[config.mk]
export PLATFORM = sky130hd
export DESIGN_NAME = bus_fault_classifier
export DESIGN_NICKNAME = d
export VERILOG_FILES = /design/src/rtl/bfc_pkg.sv /design/src/rtl/bfc_region.sv /design/src/rtl/bfc_rules.sv /design/src/rtl/bfc_status.sv /design/src/rtl/bus_fault_classifier.sv
export SDC_FILE = /design/constraint.sdc
export NUM_CORES = 1
export LEC_CHECK = 0
export BUFFER_PORTS_ARGS = -buffer_cell sky130_fd_sc_hd__buf_4
export CORE_MARGIN = 10
export CORE_UTILIZATION = 28
export DETAILED_ROUTE_END_ITERATION = 10
export HOLD_SLACK_MARGIN = 0.05
export PLACE_DENSITY = 0.82
export SETUP_SLACK_MARGIN = 0.4
export SLEW_MARGIN = 20
export SYNTH_ARGS = -nofsm -noshare
export SYNTH_HDL_FRONTEND = slang
export SYNTH_SLANG_ARGS = --single-unit
[constraint.sdc]
create_clock -name clk_i -period 6.2 [get_ports clk_i]
set_input_delay 0.62 -clock clk_i [delete_from_list [all_inputs] [get_ports clk_i]]
set_output_delay 0.62 -clock clk_i [all_outputs]
set_load 0.02 [all_outputs]
[src/rtl/bfc_pkg.sv]
package bfc_pkg;
  typedef enum logic [1:0] {SZ_BYTE = 2'd0, SZ_HALF = 2'd1, SZ_WORD = 2'd2} size_e;
  typedef enum logic [2:0] {RG_FLASH, RG_RAM, RG_APB, RG_AHB, RG_NONE} region_e;
  localparam int ST_SIZE = 0;
  localparam int ST_PROT = 1;
  localparam int ST_RESV = 2;
  localparam int ST_MISS = 3;
  localparam int ST_W    = 4;
  localparam int CAUSE_W = 3;
endpackage

[src/rtl/bfc_region.sv]
module bfc_region
  import bfc_pkg::*;
#(
  parameter int unsigned NUM_APB = 4,
  parameter int unsigned APB_NREG [NUM_APB] = '{8, 1, 16, 4},
  parameter logic [NUM_APB-1:0] APB_SYS = 4'b0101,
  parameter int unsigned FLASH_BYTES = 32'h0001_0000,
  parameter int unsigned RAM_BYTES = 32'h0000_2000,
  parameter int unsigned PROT_RAM_BYTES = 32'h0000_0400,
  parameter int unsigned AHB_BYTES = 32'h0000_1000
) (
  input  logic [31:0] addr_i,
  output region_e     region_o,
  output logic        resv_o,
  output logic        sys_o
);
  localparam int IDX_W = 16;
  localparam int WRD_W = 10;

  logic [31:0]      offs;
  logic [IDX_W-1:0] idx;
  logic [WRD_W-1:0] wrd;
  logic             hit;
  int unsigned      nreg;

  assign offs = {4'h0, addr_i[27:0]};
  assign idx  = addr_i[27:12];
  assign wrd  = addr_i[11:2];

  always_comb begin
    region_o = RG_NONE;
    resv_o   = 1'b0;
    sys_o    = 1'b0;
    hit      = 1'b0;
    nreg     = 0;
    for (int i = 0; i < int'(NUM_APB); i++) begin
      if (idx == IDX_W'(i)) begin
        hit  = 1'b1;
        nreg = APB_NREG[i];
      end
    end
    unique case (addr_i[31:28])
      4'h0: begin
        region_o = RG_FLASH;
        resv_o   = offs >= FLASH_BYTES;
      end
      4'h2: begin
        region_o = RG_RAM;
        resv_o   = offs >= RAM_BYTES;
        sys_o    = offs < PROT_RAM_BYTES;
      end
      4'h4: begin
        region_o = RG_APB;
        resv_o   = !hit || ({22'h0, wrd} >= nreg);
        for (int i = 0; i < int'(NUM_APB); i++)
          if (idx == IDX_W'(i)) sys_o = APB_SYS[i];
      end
      4'h5: begin
        region_o = RG_AHB;
        resv_o   = offs >= AHB_BYTES;
        sys_o    = 1'b1;
      end
      default: resv_o = 1'b1;
    endcase
  end
endmodule

[src/rtl/bfc_rules.sv]
module bfc_rules
  import bfc_pkg::*;
(
  input  region_e              region_i,
  input  logic                 resv_i,
  input  logic                 sys_i,
  input  logic [1:0]           addr_lo_i,
  input  size_e                size_i,
  input  logic                 write_i,
  input  logic                 priv_i,
  output logic [CAUSE_W-1:0]   cause_o
);
  always_comb begin
    cause_o          = '0;
    cause_o[ST_SIZE] = (region_i == RG_APB && size_i != SZ_WORD) ||
                       (size_i == SZ_WORD && addr_lo_i != 2'b00);
    cause_o[ST_PROT] = write_i && !priv_i && sys_i;
    cause_o[ST_RESV] = resv_i;
  end
endmodule

[src/rtl/bfc_status.sv]
module bfc_status
  import bfc_pkg::*;
(
  input  logic               clk_i,
  input  logic               rst_ni,
  input  logic               fault_i,
  input  logic [CAUSE_W-1:0] cause_i,
  input  logic               clr_we_i,
  input  logic [ST_W-1:0]    clr_mask_i,
  output logic [ST_W-1:0]    stat_o,
  output logic               pulse_o
);
  logic [ST_W-1:0] stat_q, stat_d, kept, setv;

  always_comb begin
    kept = clr_we_i ? (stat_q & ~clr_mask_i) : stat_q;
    setv = fault_i ? {|stat_q, cause_i} : '0;
    stat_d = kept | setv;
  end

  always_ff @(posedge clk_i or negedge rst_ni) begin
    if (!rst_ni) begin
      stat_q  <= '0;
      pulse_o <= 1'b0;
    end else begin
      stat_q  <= stat_d;
      pulse_o <= fault_i;
    end
  end

  assign stat_o = stat_q;
endmodule

[src/rtl/bus_fault_classifier.sv]
module bus_fault_classifier
  import bfc_pkg::*;
#(
  parameter int unsigned NUM_APB = 4,
  parameter int unsigned APB_NREG [NUM_APB] = '{8, 1, 16, 4},
  parameter logic [NUM_APB-1:0] APB_SYS = 4'b0101,
  parameter int unsigned FLASH_BYTES = 32'h0001_0000,
  parameter int unsigned RAM_BYTES = 32'h0000_2000,
  parameter int unsigned PROT_RAM_BYTES = 32'h0000_0400,
  parameter int unsigned AHB_BYTES = 32'h0000_1000
) (
  input  logic        clk_i,
  input  logic        rst_ni,
  input  logic        req_valid_i,
  input  logic [31:0] req_addr_i,
  input  logic        req_write_i,
  input  logic [1:0]  req_size_i,
  input  logic        req_priv_i,
  input  logic [31:0] req_wdata_i,
  output logic        rsp_err_o,
  output logic [31:0] rsp_rdata_o,
  output logic        dn_valid_o,
  output logic [31:0] dn_addr_o,
  output logic        dn_write_o,
  output logic [1:0]  dn_size_o,
  output logic [31:0] dn_wdata_o,
  input  logic [31:0] dn_rdata_i,
  input  logic        csr_we_i,
  input  logic [3:0]  csr_wdata_i,
  output logic [3:0]  csr_rdata_o,
  output logic        fault_o
);
  region_e            region;
  logic               resv, sys_tgt, fault;
  logic [CAUSE_W-1:0] cause;

  bfc_region #(
    .NUM_APB(NUM_APB), .APB_NREG(APB_NREG), .APB_SYS(APB_SYS),
    .FLASH_BYTES(FLASH_BYTES), .RAM_BYTES(RAM_BYTES),
    .PROT_RAM_BYTES(PROT_RAM_BYTES), .AHB_BYTES(AHB_BYTES)
  ) i_region (
    .addr_i(req_addr_i), .region_o(region), .resv_o(resv), .sys_o(sys_tgt)
  );

  bfc_rules i_rules (
    .region_i(region), .resv_i(resv), .sys_i(sys_tgt),
    .addr_lo_i(req_addr_i[1:0]), .size_i(size_e'(req_size_i)),
    .write_i(req_write_i), .priv_i(req_priv_i), .cause_o(cause)
  );

  assign fault = req_valid_i && (|cause);

  bfc_status i_status (
    .clk_i(clk_i), .rst_ni(rst_ni), .fault_i(fault), .cause_i(cause),
    .clr_we_i(csr_we_i), .clr_mask_i(csr_wdata_i),
    .stat_o(csr_rdata_o), .pulse_o(fault_o)
  );

  // illegal requests never reach the downstream bus
  assign dn_valid_o  = req_valid_i && !fault;
  assign dn_addr_o   = req_addr_i;
  assign dn_write_o  = req_write_i;
  assign dn_size_o   = req_size_i;
  assign dn_wdata_o  = req_wdata_i;
  assign rsp_err_o   = fault;
  assign rsp_rdata_o = fault ? 32'h0 : dn_rdata_i;
endmodule

==> flow_summary.yaml, run 1 <==
sta:
  rsz0062_at_grt: "false"
  hold-worst-slack_ps: 194.8
  drv_slew: 0
  setup-tns-final_ps: 0
  worst_slew_pin_slew_ps: 915.8
  max_freq_ghz: 0.2323
  hold_viol_final: 0
  period_share_pct: 69.43
  slew_headroom_pct: 38.75
  finalCriticalPeriod_ps: 4305
  skew_ps: 4.643
  setup_viol: 0
drt:
  viasPerCell: 4.555
  vias: 1371
  wirelength_mm: 5.262
  drc_errors: 0
  drtAntennaViolNets: 0
  routedWlPerCell_um: 17.48
  firstDrtPassIters: 4
  drtIter0Drc: 24
setup_path:
  end_kind: "primary output"
  r2r-end: "i_status.stat_o[3]"
  worstPathArrival_ps: 3680
  worstSetupPathType: "in2out"
  cpMostUsedCell: "buf_4"
  critPathRequiredTime_ps: 5580
  slowest_stage: "nor4_1"
  path_max_fanout: 35
  cp_cell_sequence: "buf_4 > nor4_1 > and4_1 > nand2_1 > nor2_1 > ha_1 > nor4b_1 > o211ai_1 > a22oi_1 > a41oi_4 > nor2b_1 > buf_4"
  r2r_slack_ps: 5050
  critPathMaxStageDelay_ps: 530
  rr_worst_depth: 2
  crit-reg2reg-launch: "i_status.stat_o[1]"
  crit_path_start_kind: "input pin"
clock_network:
  cts-resized-gates: 0
  clock_latency_ps: 220
  cts.sinks: 5
  root_buffer: "clkbuf_8"
  cts_tree: "yes"
  clk_path_buf_depth: 2
  hold_buffers: 0
  h-tree-depth: 1
  cts_buffers: 3
  cts.repair_timing.setup_buffer_count: 0
  clk_pin_slew_ps: 40
status:
  outcome: "finished, final reports clean"
cells_and_area:
  layout-drive-gt1-share_pct: 61.45
  syn_to_final_growth_pct: 56.19
  diodes: 0
  postLayoutCellArea_um2: 1958
  fin_nets: 362
placed_design:
  placed_area_um2: 1913
  gp_congestion: 0.7434
  port-buffer-count: 149
  dpl.hpwl_mm: 4.738
grt:
  grt_max_degree: 36
  antenna_found_initial: 0
  grt_overflow: 0
  grt_usage_pct: 12.04
  grt_pass1_wl_mm: 7.665
  grt_pass1_vias: 1552
synthesis:
  yosys_warnings: 0
  syn_avg_cell_area_um2: 7.552
  synth.top_cells.by_area: "buf_4, nor2b_1, dfrtp_1"
  synthArstFlopShare_pct: 100.0
  yosysTopAreaCell: "buf_4"
  synth.distinct_cells: 32
  synth_top_cell_area_share_pct: 40.12
  ys_seq_area_share_pct: 9.980
  synth_flop_cell: "dfrtp_1"
  netlist_area_um2: 1254
  synth_edf_count: 0
  syn_nets: 278
  syn_inst: 166
  ys_ff_latch: 5
power:
  irDropWorstVdd_mv: 0.05337
  leakage_nw: 1.021
  power_density_nw_per_um2: 130.4
floorplanning:
  io_pins: 214
  die_w_um: 86.92
  initial_core_util_pct: 28.79
  dieArea_um2: 7554
  num_rows: 24
  core_area_um2: 4354
  die_h_um: 86.92
run:
  maxCapViolCount: 0
worst_hold_path:
  hold_path_class: "in2async"
## critical path: cells and delay by family
family / cells / cell delay, ps
simple gates: 6 / 1590
compound gates: 3 / 960
buf+inv: 2 / 280
fa+ha+maj: 1 / 230
## cell usage after synthesis, drive strengths merged, types with 2 or more instances
cell type  number
o2111ai         2
nor3            4
nor2b          33
ha              4
and4            2
nor4            5
a21oi           3
nand2           8
dfrtp           5
o21ai           3
nor2            5
a22o            2
buf            70
inv             4
## layout make-up
class	instances	area, um^2
Multi-Input combinational cell	87	589.3
Clock buffer	4	45.04
Tap cell	52	65.06
Timing Repair Buffer	149	1119
Inverter	4	15.01
Fill cell	419	2396
Sequential cell	5	125.1
## cells by family after synthesis
kind of cell             Yosys count  share of synthesized area (%)
AND/OR/NAND/NOR                   65                          30.74
adder cells (fa/ha/maj)            4                          3.992
multiplexers                       1                         0.7984
flip-flops                         5                          9.980
AO/OA/AOI/OAI                     17                          11.48
buffers and inverters             74                          43.01
## routing by layer
| layer | vias to the layer above | track usage, % | wire [um] |
|---|---|---|---|
| met5 | - | 0 | 0 |
| met4 | 0 | 3.240 | 61 |
| met2 | 99 | 22.32 | 2799 |
| met3 | 12 | 7.491 | 804 |
| met1 | 599 | 10.50 | 1596 |
| li1 | 661 | - | - |
## worst max-delay path by stage
stage	start	to	cells past startpoint
4_1_cts	req_addr_i[25]	rsp_rdata_o[19]	12
6_report	req_addr_i[25]	rsp_rdata_o[19]	12
2_1_floorplan	req_addr_i[19]	dn_valid_o	10
5_1_grt	req_addr_i[25]	rsp_rdata_o[19]	12
3_3_place_gp	req_addr_i[25]	rsp_rdata_o[15]	12
3_5_place_dp	req_addr_i[25]	rsp_rdata_o[19]	12
## where the power goes
| part | internal, mW | total (mW) | switching [mW] |
|---|---|---|---|
| clock | 0.0442 | 0.0602 | 0.0161 |
| sequential | 0.0359 | 0.0379 | 0.00205 |
| combinational | 0.0781 | 0.157 | 0.0790 |
| total | 0.158 | 0.255 | 0.0972 |
## cells in the final DEF (no fill, tap or decap), drive strengths merged, types with 2 or more instances in the layout
cell	instances
and4	2
a21oi	3
nor3	4
clkbuf	4
nor2	5
buf	149
o21ai	3
nand2	8
inv	4
a22o	2
nor4	5
o2111ai	2
nor2b	33
ha	4
dfrtp	5
## flip-flops by register name (all words and copies together), names as in the netlist
signal and cells:
i_status.pulse_o 1, i_status.stat_o 4
## metrics by stage
| step | setup slack (ps) | cells | util (%) | total power, mW |
|---|---|---|---|---|
| after global routing | 1555 | 301 | 44.97 | 0.2714 |
| after CTS | 1877 | 301 | 44.97 | 0.2592 |
| final | 1895 | 301 | 44.97 | 0.2553 |
| after floorplan | 2557 | 166 | - | 0.1505 |
| after detailed placement | 1902 | 297 | 43.94 | 0.1972 |
| after global placement | 1990 | 297 | 43.94 | 0.1957 |
Power figures use the tool's default switching activity.
==> inputs of run 2 (changes only) <==
- CORE_UTILIZATION: 28 -> 25
- PLACE_DENSITY: 0.82 -> 0.78
- clock period: 6.2 -> 3.8 ns (I/O delays scaled with it)
==> flow_summary.yaml, run 2 (synthesized netlist as in run 1, its figures left out) <==
setup_path:
  worstSetupPathType: "in2out"
  end_kind: "primary output"
  slowest_stage: "nor4_4"
  critPathMaxStageDelay_ps: 310
  crit_path_start_kind: "input pin"
  path_max_fanout: 15
  critPathRequiredTime_ps: 3420
  cp_cell_sequence: "buf_4 > nor4_4 > and4_1 > nand2_1 > nor2_1 > ha_1 > nor4b_2 > o211ai_1 > a22oi_2 > a41oi_4 > buf_4 > nor2b_1 > buf_4"
  worstPathArrival_ps: 2820
  cpMostUsedCell: "buf_4"
power:
  power_density_nw_per_um2: 206.6
  finalPower_uw: 429.2
  leakage_nw: 1.051
  irDropWorstVdd_mv: 0.08424
clock_network:
  cts_buffers: 3
  clock_latency_ps: 220
  cts_tree: "yes"
  cts.sinks: 5
  root_buffer: "clkbuf_8"
  clk_path_buf_depth: 2
  clk_pin_slew_ps: 40
  h-tree-depth: 1
cells_and_area:
  layout-drive-gt1-share_pct: 64.43
  largest_reg_flops: 4
  fin_util_pct: 43.40
  fin_nets: 366
  final_common_cell: "buf_4"
  diodes: 0
  final_cell_mix: "buf_4, nor2b_1, nand2_1"
  syn_to_final_growth_pct: 65.67
placed_design:
  gp_congestion: 0.8046
  dpl.hpwl_mm: 5.052
  port-buffer-count: 149
floorplanning:
  initial_core_util_pct: 26.20
  core_area_um2: 4786
  die_h_um: 90.82
  num_rows: 25
  die_w_um: 90.82
  dieArea_um2: 8247
  io_pins: 214
drt:
  firstDrtPassIters: 4
  drc_errors: 0
  viasPerCell: 4.278
  wirelength_mm: 5.598
  drtAntennaViolNets: 0
  vias: 1369
  drtIter0Drc: 68
  routedWlPerCell_um: 17.49
sta:
  finalCriticalPeriod_ps: 3197
  max_freq_ghz: 0.3128
  worst_slew_pin_slew_ps: 385.4
  drv_slew: 0
  hold-worst-slack_ps: 392.6
  rsz0062_at_grt: "false"
  skew_ps: 0.01703
  setup-tns-final_ps: 0
  slew_headroom_pct: 73.96
  hold_viol_final: 0
  setup_viol: 0
  period_share_pct: 84.13
grt:
  grt_max_degree: 21
  grt_overflow: 0
  grt_pass1_vias: 1516
  antenna_found_initial: 0
  grt_pass1_wl_mm: 8.390
  grt_usage_pct: 12.34
status:
  outcome: "finished, final reports clean"
worst_hold_path:
  hold_path_class: "in2reg"
run:
  maxCapViolCount: 0
run 2: cell count changes in the layout (fill, tap and decap cells not counted):
cell / before / now
clkinv_2: 0 / 1
nor4_2: 0 / 1
buf_4: 149 / 151
nor4_4: 0 / 3
dlygate4sd3_1: 0 / 1
nor4b_1: 1 / 0
a22oi_1: 1 / 0
nor4_1: 5 / 1
a22oi_2: 0 / 1
buf_6: 0 / 1
nor4b_2: 0 / 1
clkbuf_1: 1 / 0
run 2: final timing paths:
kind                               startpoint                 end  slack (ps)  cells after the start
min in group asynchronous              rst_ni  i_status.stat_o[1]         500                      2
setup / recovery               req_addr_i[26]     rsp_rdata_o[28]         600                     13
setup reg to reg           i_status.stat_o[0]  i_status.stat_o[3]        2670                      2
max in group asynchronous              rst_ni    i_status.pulse_o        3190                      2
hold reg to reg            i_status.stat_o[0]  i_status.stat_o[0]         500                      2
hold / removal                    req_valid_i  i_status.stat_o[2]         390                      2
run 2: final cells by class:
class / count / area (um^2)
timing repair buffer: 153 / 1155
tap: 67 / 83.83
clock buffer: 3 / 41.29
clock inverter: 1 / 5.005
fill: 509 / 2709
multi-input combinational: 87 / 651.9
inverter: 4 / 15.01
sequential: 5 / 125.1
run 2: timing repair:
item / CTS / global route
pin swaps: 0 / 3
hold endpoints to repair: 5 / 0
setup endpoints to repair: 34 / 34
buffers inserted: 0 / 1
hold buffers: 1 / 0
gates resized for setup: 3 / 7
run 2: power by group:
part	internal, mW	switching, mW	leakage, nW	total, mW
clock	0.0706	0.0286	0.0255	0.0992
sequential	0.0585	0.00329	0.0591	0.0618
combinational	0.134	0.135	0.967	0.268
total	0.263	0.167	1.05	0.429
run 2: worst max-delay path, delay by kind of cell:
family	cells	cell delay (ps)
adder cells (fa/ha/maj)	1	240
buffers and inverters	3	490
AO/OA/AOI/OAI	3	560
AND/OR/NAND/NOR	6	1120
run 2: per-layer routing:
metal	global-route usage [%]	up-vias	routed length (um)
met5	0	-	0
met4	5.222	0	161
met3	4.821	20	558
met2	22.18	74	2980
met1	12.38	605	1897
li1	-	670	-
run 2: through the flow:
step                      worst slack (ps)  std cells  area [um^2]
final                                603.2        320         2077
after global routing                 382.2        320         2077
after CTS                            402.0        319         2021
after detailed placement             167.3        314         1947
after global placement               263.4        314         1947
after floorplan                      637.0        166         1254
==> inputs of run 3 (changes only) <==
- ABC_AREA: unset -> 1
- CORE_UTILIZATION: 25 -> 27
- clock period: 3.8 -> 2.8 ns (I/O delays scaled with it)
==> flow_summary.yaml, run 3 <==
clock_network:
  clk_path_buf_depth: 2
  clock_latency_ps: 220
  cts.sinks: 5
  h-tree-depth: 1
  clk_pin_slew_ps: 40
  cts_buffers: 3
  cts_tree: "yes"
  root_buffer: "clkbuf_8"
sta:
  drv_slew: 0
  finalCriticalPeriod_ps: 2810
  setup_slack_ps: -9.900
  worst_slew_pin_slew_ps: 754.9
  slew_headroom_pct: 49.12
  period_share_pct: 100.4
  hold_viol_final: 0
  max_freq_ghz: 0.3559
  skew_ps: 0.2240
  rsz0062_at_grt: "true"
  setup_viol: 3
floorplanning:
  die_h_um: 92.78
  num_rows: 26
  dieArea_um2: 8608
  die_w_um: 92.78
  io_pins: 214
  core_area_um2: 5107
  initial_core_util_pct: 28.00
drt:
  drtIter0Drc: 52
  routedWlPerCell_um: 17.60
  firstDrtPassIters: 4
  viasPerCell: 4.425
  drtAntennaViolNets: 0
  wirelength_mm: 6.494
  vias: 1633
  drc_errors: 0
cells_and_area:
  diodes: 0
  final_common_cell: "buf_4"
  final_cell_mix: "buf_4, buf_6, a21boi_4"
  ff_latch_area_um2: 125.1
  postLayoutCellArea_um2: 2840
  fin_nets: 412
  layout-drive-gt1-share_pct: 73.58
  fillCellCount: 435
  largest_reg_flops: 4
  final_cell_count_no_fill: 369
  multi_input_area_um2: 1115
  syn_to_final_growth_pct: 98.60
placed_design:
  dpl.hpwl_mm: 5.262
  post-place-cells: 358
  placed_area_um2: 2495
  port-buffer-count: 149
  dp_slack_ps: 4.725
  gp_congestion: 0.8096
setup_path:
  crit_path_start_kind: "input pin"
  crit_start: "req_addr_i[15]"
  crit_family: "simple AND/OR/NAND/NOR gates"
  crit-reg2reg-launch: "i_status.stat_o[0]"
  worstSetupPathType: "in2out"
  cpMostUsedCell: "nand2_1"
  critPathMaxStageDelay_ps: 270
  worstPathArrival_ps: 2530
  slowest_stage: "ha_1"
  end_kind: "primary output"
  path_max_fanout: 15
  critPathRequiredTime_ps: 2520
  cp_cell_sequence: "buf_4 > nor2_2 > nand2_1 > nor4_4 > ha_1 > nor2_1 > nand2_1 > nand2_1 > nand2_1 > a21oi_2 > nand2_2 > a21oi_4 > nand3_4 > buf_12 > a21boi_4 > buf_6"
  cp.buffers_inverters: 3
synthesis:
  synth_edf_count: 0
  yosys_warnings: 0
  synth_top_cell_area_share_pct: 35.17
  netlist_area_um2: 1430
  synth.most_common_cell: "buf_4"
  synth_common_cells: "buf_4, nand2_1, a21boi_1"
  synthArstFlopShare_pct: 100.0
  yosysTopAreaCell: "buf_4"
  synth_flop_cell: "dfrtp_1"
  synth.top_cells.by_area: "buf_4, a21boi_1, dfrtp_1"
  ys_seq_area_share_pct: 8.749
  syn_inst: 207
  syn_avg_cell_area_um2: 6.909
  ys_ff_latch: 5
  syn_nets: 319
  synth.distinct_cells: 30
run:
  maxCapViolCount: 0
grt:
  grt_pass1_vias: 1770
  grt_pass1_wl_mm: 8.866
  grt_overflow: 0
  antenna_found_initial: 0
  grt_usage_pct: 12.46
  grt_max_degree: 21
worst_hold_path:
  hold_path_startpoint: "csr_wdata_i[3]"
  hold_path_class: "in2reg"
power:
  power_density_nw_per_um2: 247.1
  irDropWorstVdd_mv: 0.1442
  leakage_nw: 1.433
status:
  outcome: "finished with violations"
  violations: "setup timing"
==> run 3: cell count changes in the layout (fill, tap and decap cells not counted), moves of 7 or more <==
cell / before / now
inv_1: 4 / 12
a21boi_4: 0 / 29
buf_6: 1 / 37
nand2_1: 8 / 27
nor2b_1: 33 / 0
nand3_1: 1 / 8
buf_4: 151 / 118
==> run 3: area by class of cell <==
cell class / count / area share (%)
Multi-Input combinational cell: 116 / 39.25
Tap cell: 70 / 3.084
Sequential cell: 5 / 4.405
Timing Repair Buffer: 161 / 49.91
Clock inverter: 1 / 0.1762
Clock buffer: 3 / 1.454
Inverter: 13 / 1.718
==> run 3: through the flow <==
step	hold WS, ps	util (%)	setup TNS [ps]	power [mW]
final	318.2	55.61	-16.35	0.7017
after global routing	353.3	55.61	-5801	0.7372
after detailed placement	84.25	48.85	0	0.5217
after CTS	316.9	50.78	0	0.6630
after floorplan	-15.59	-	0	0.4063
after global placement	82.83	48.85	0	0.5173
==> run 3: logic make-up after synthesis <==
| kind of cell | synth area share (%) |
|---|---|
| flip-flops | 8.749 |
| adder cells (fa/ha/maj) | 3.500 |
| AND/OR/NAND/NOR | 23.27 |
| AO/OA/AOI/OAI | 22.75 |
| buffers and inverters | 41.73 |
==> run 3: routing by layer <==
metal,part of all wire (%),track usage (%)
met1,36,12.96
met3,7.7,3.713
met4,2.5,4.627
met5,0,0
met2,54,22.96
==> run 3: worst paths after layout <==
check	endpoint	slack (ps)	depth (start not counted)
max	rsp_rdata_o[11]	-10	16
min	i_status.stat_o[3]	320	4
max reg2reg	i_status.stat_o[3]	1650	3
min reg2reg	i_status.stat_o[3]	510	2
max in group asynchronous	i_status.pulse_o	2270	2
min in group asynchronous	i_status.stat_o[3]	420	2
==> run 3: timing repair <==
action                                 in CTS  in global routing
hold buffers                                1                  0
setup buffers                               2                  2
cloned                                      0                  2
pin swaps                                   1                  4
resized for setup                           7                 45
endpoints found under the hold margin       5                  0
setup endpoints to repair                  34                 35
==> run 3: worst register-to-register path, stage by stage, from the launching register on <==
cell and delay [ps]:
dfrtp_1 390, or4_1 520, nand3_1 90, nand2_1 50
==> run 3: where the power goes <==
part	switching, mW	total (mW)	internal, mW
registers	0.00464	0.0838	0.0792
logic	0.234	0.486	0.252
clock network	0.0366	0.132	0.0956
total	0.275	0.702	0.426
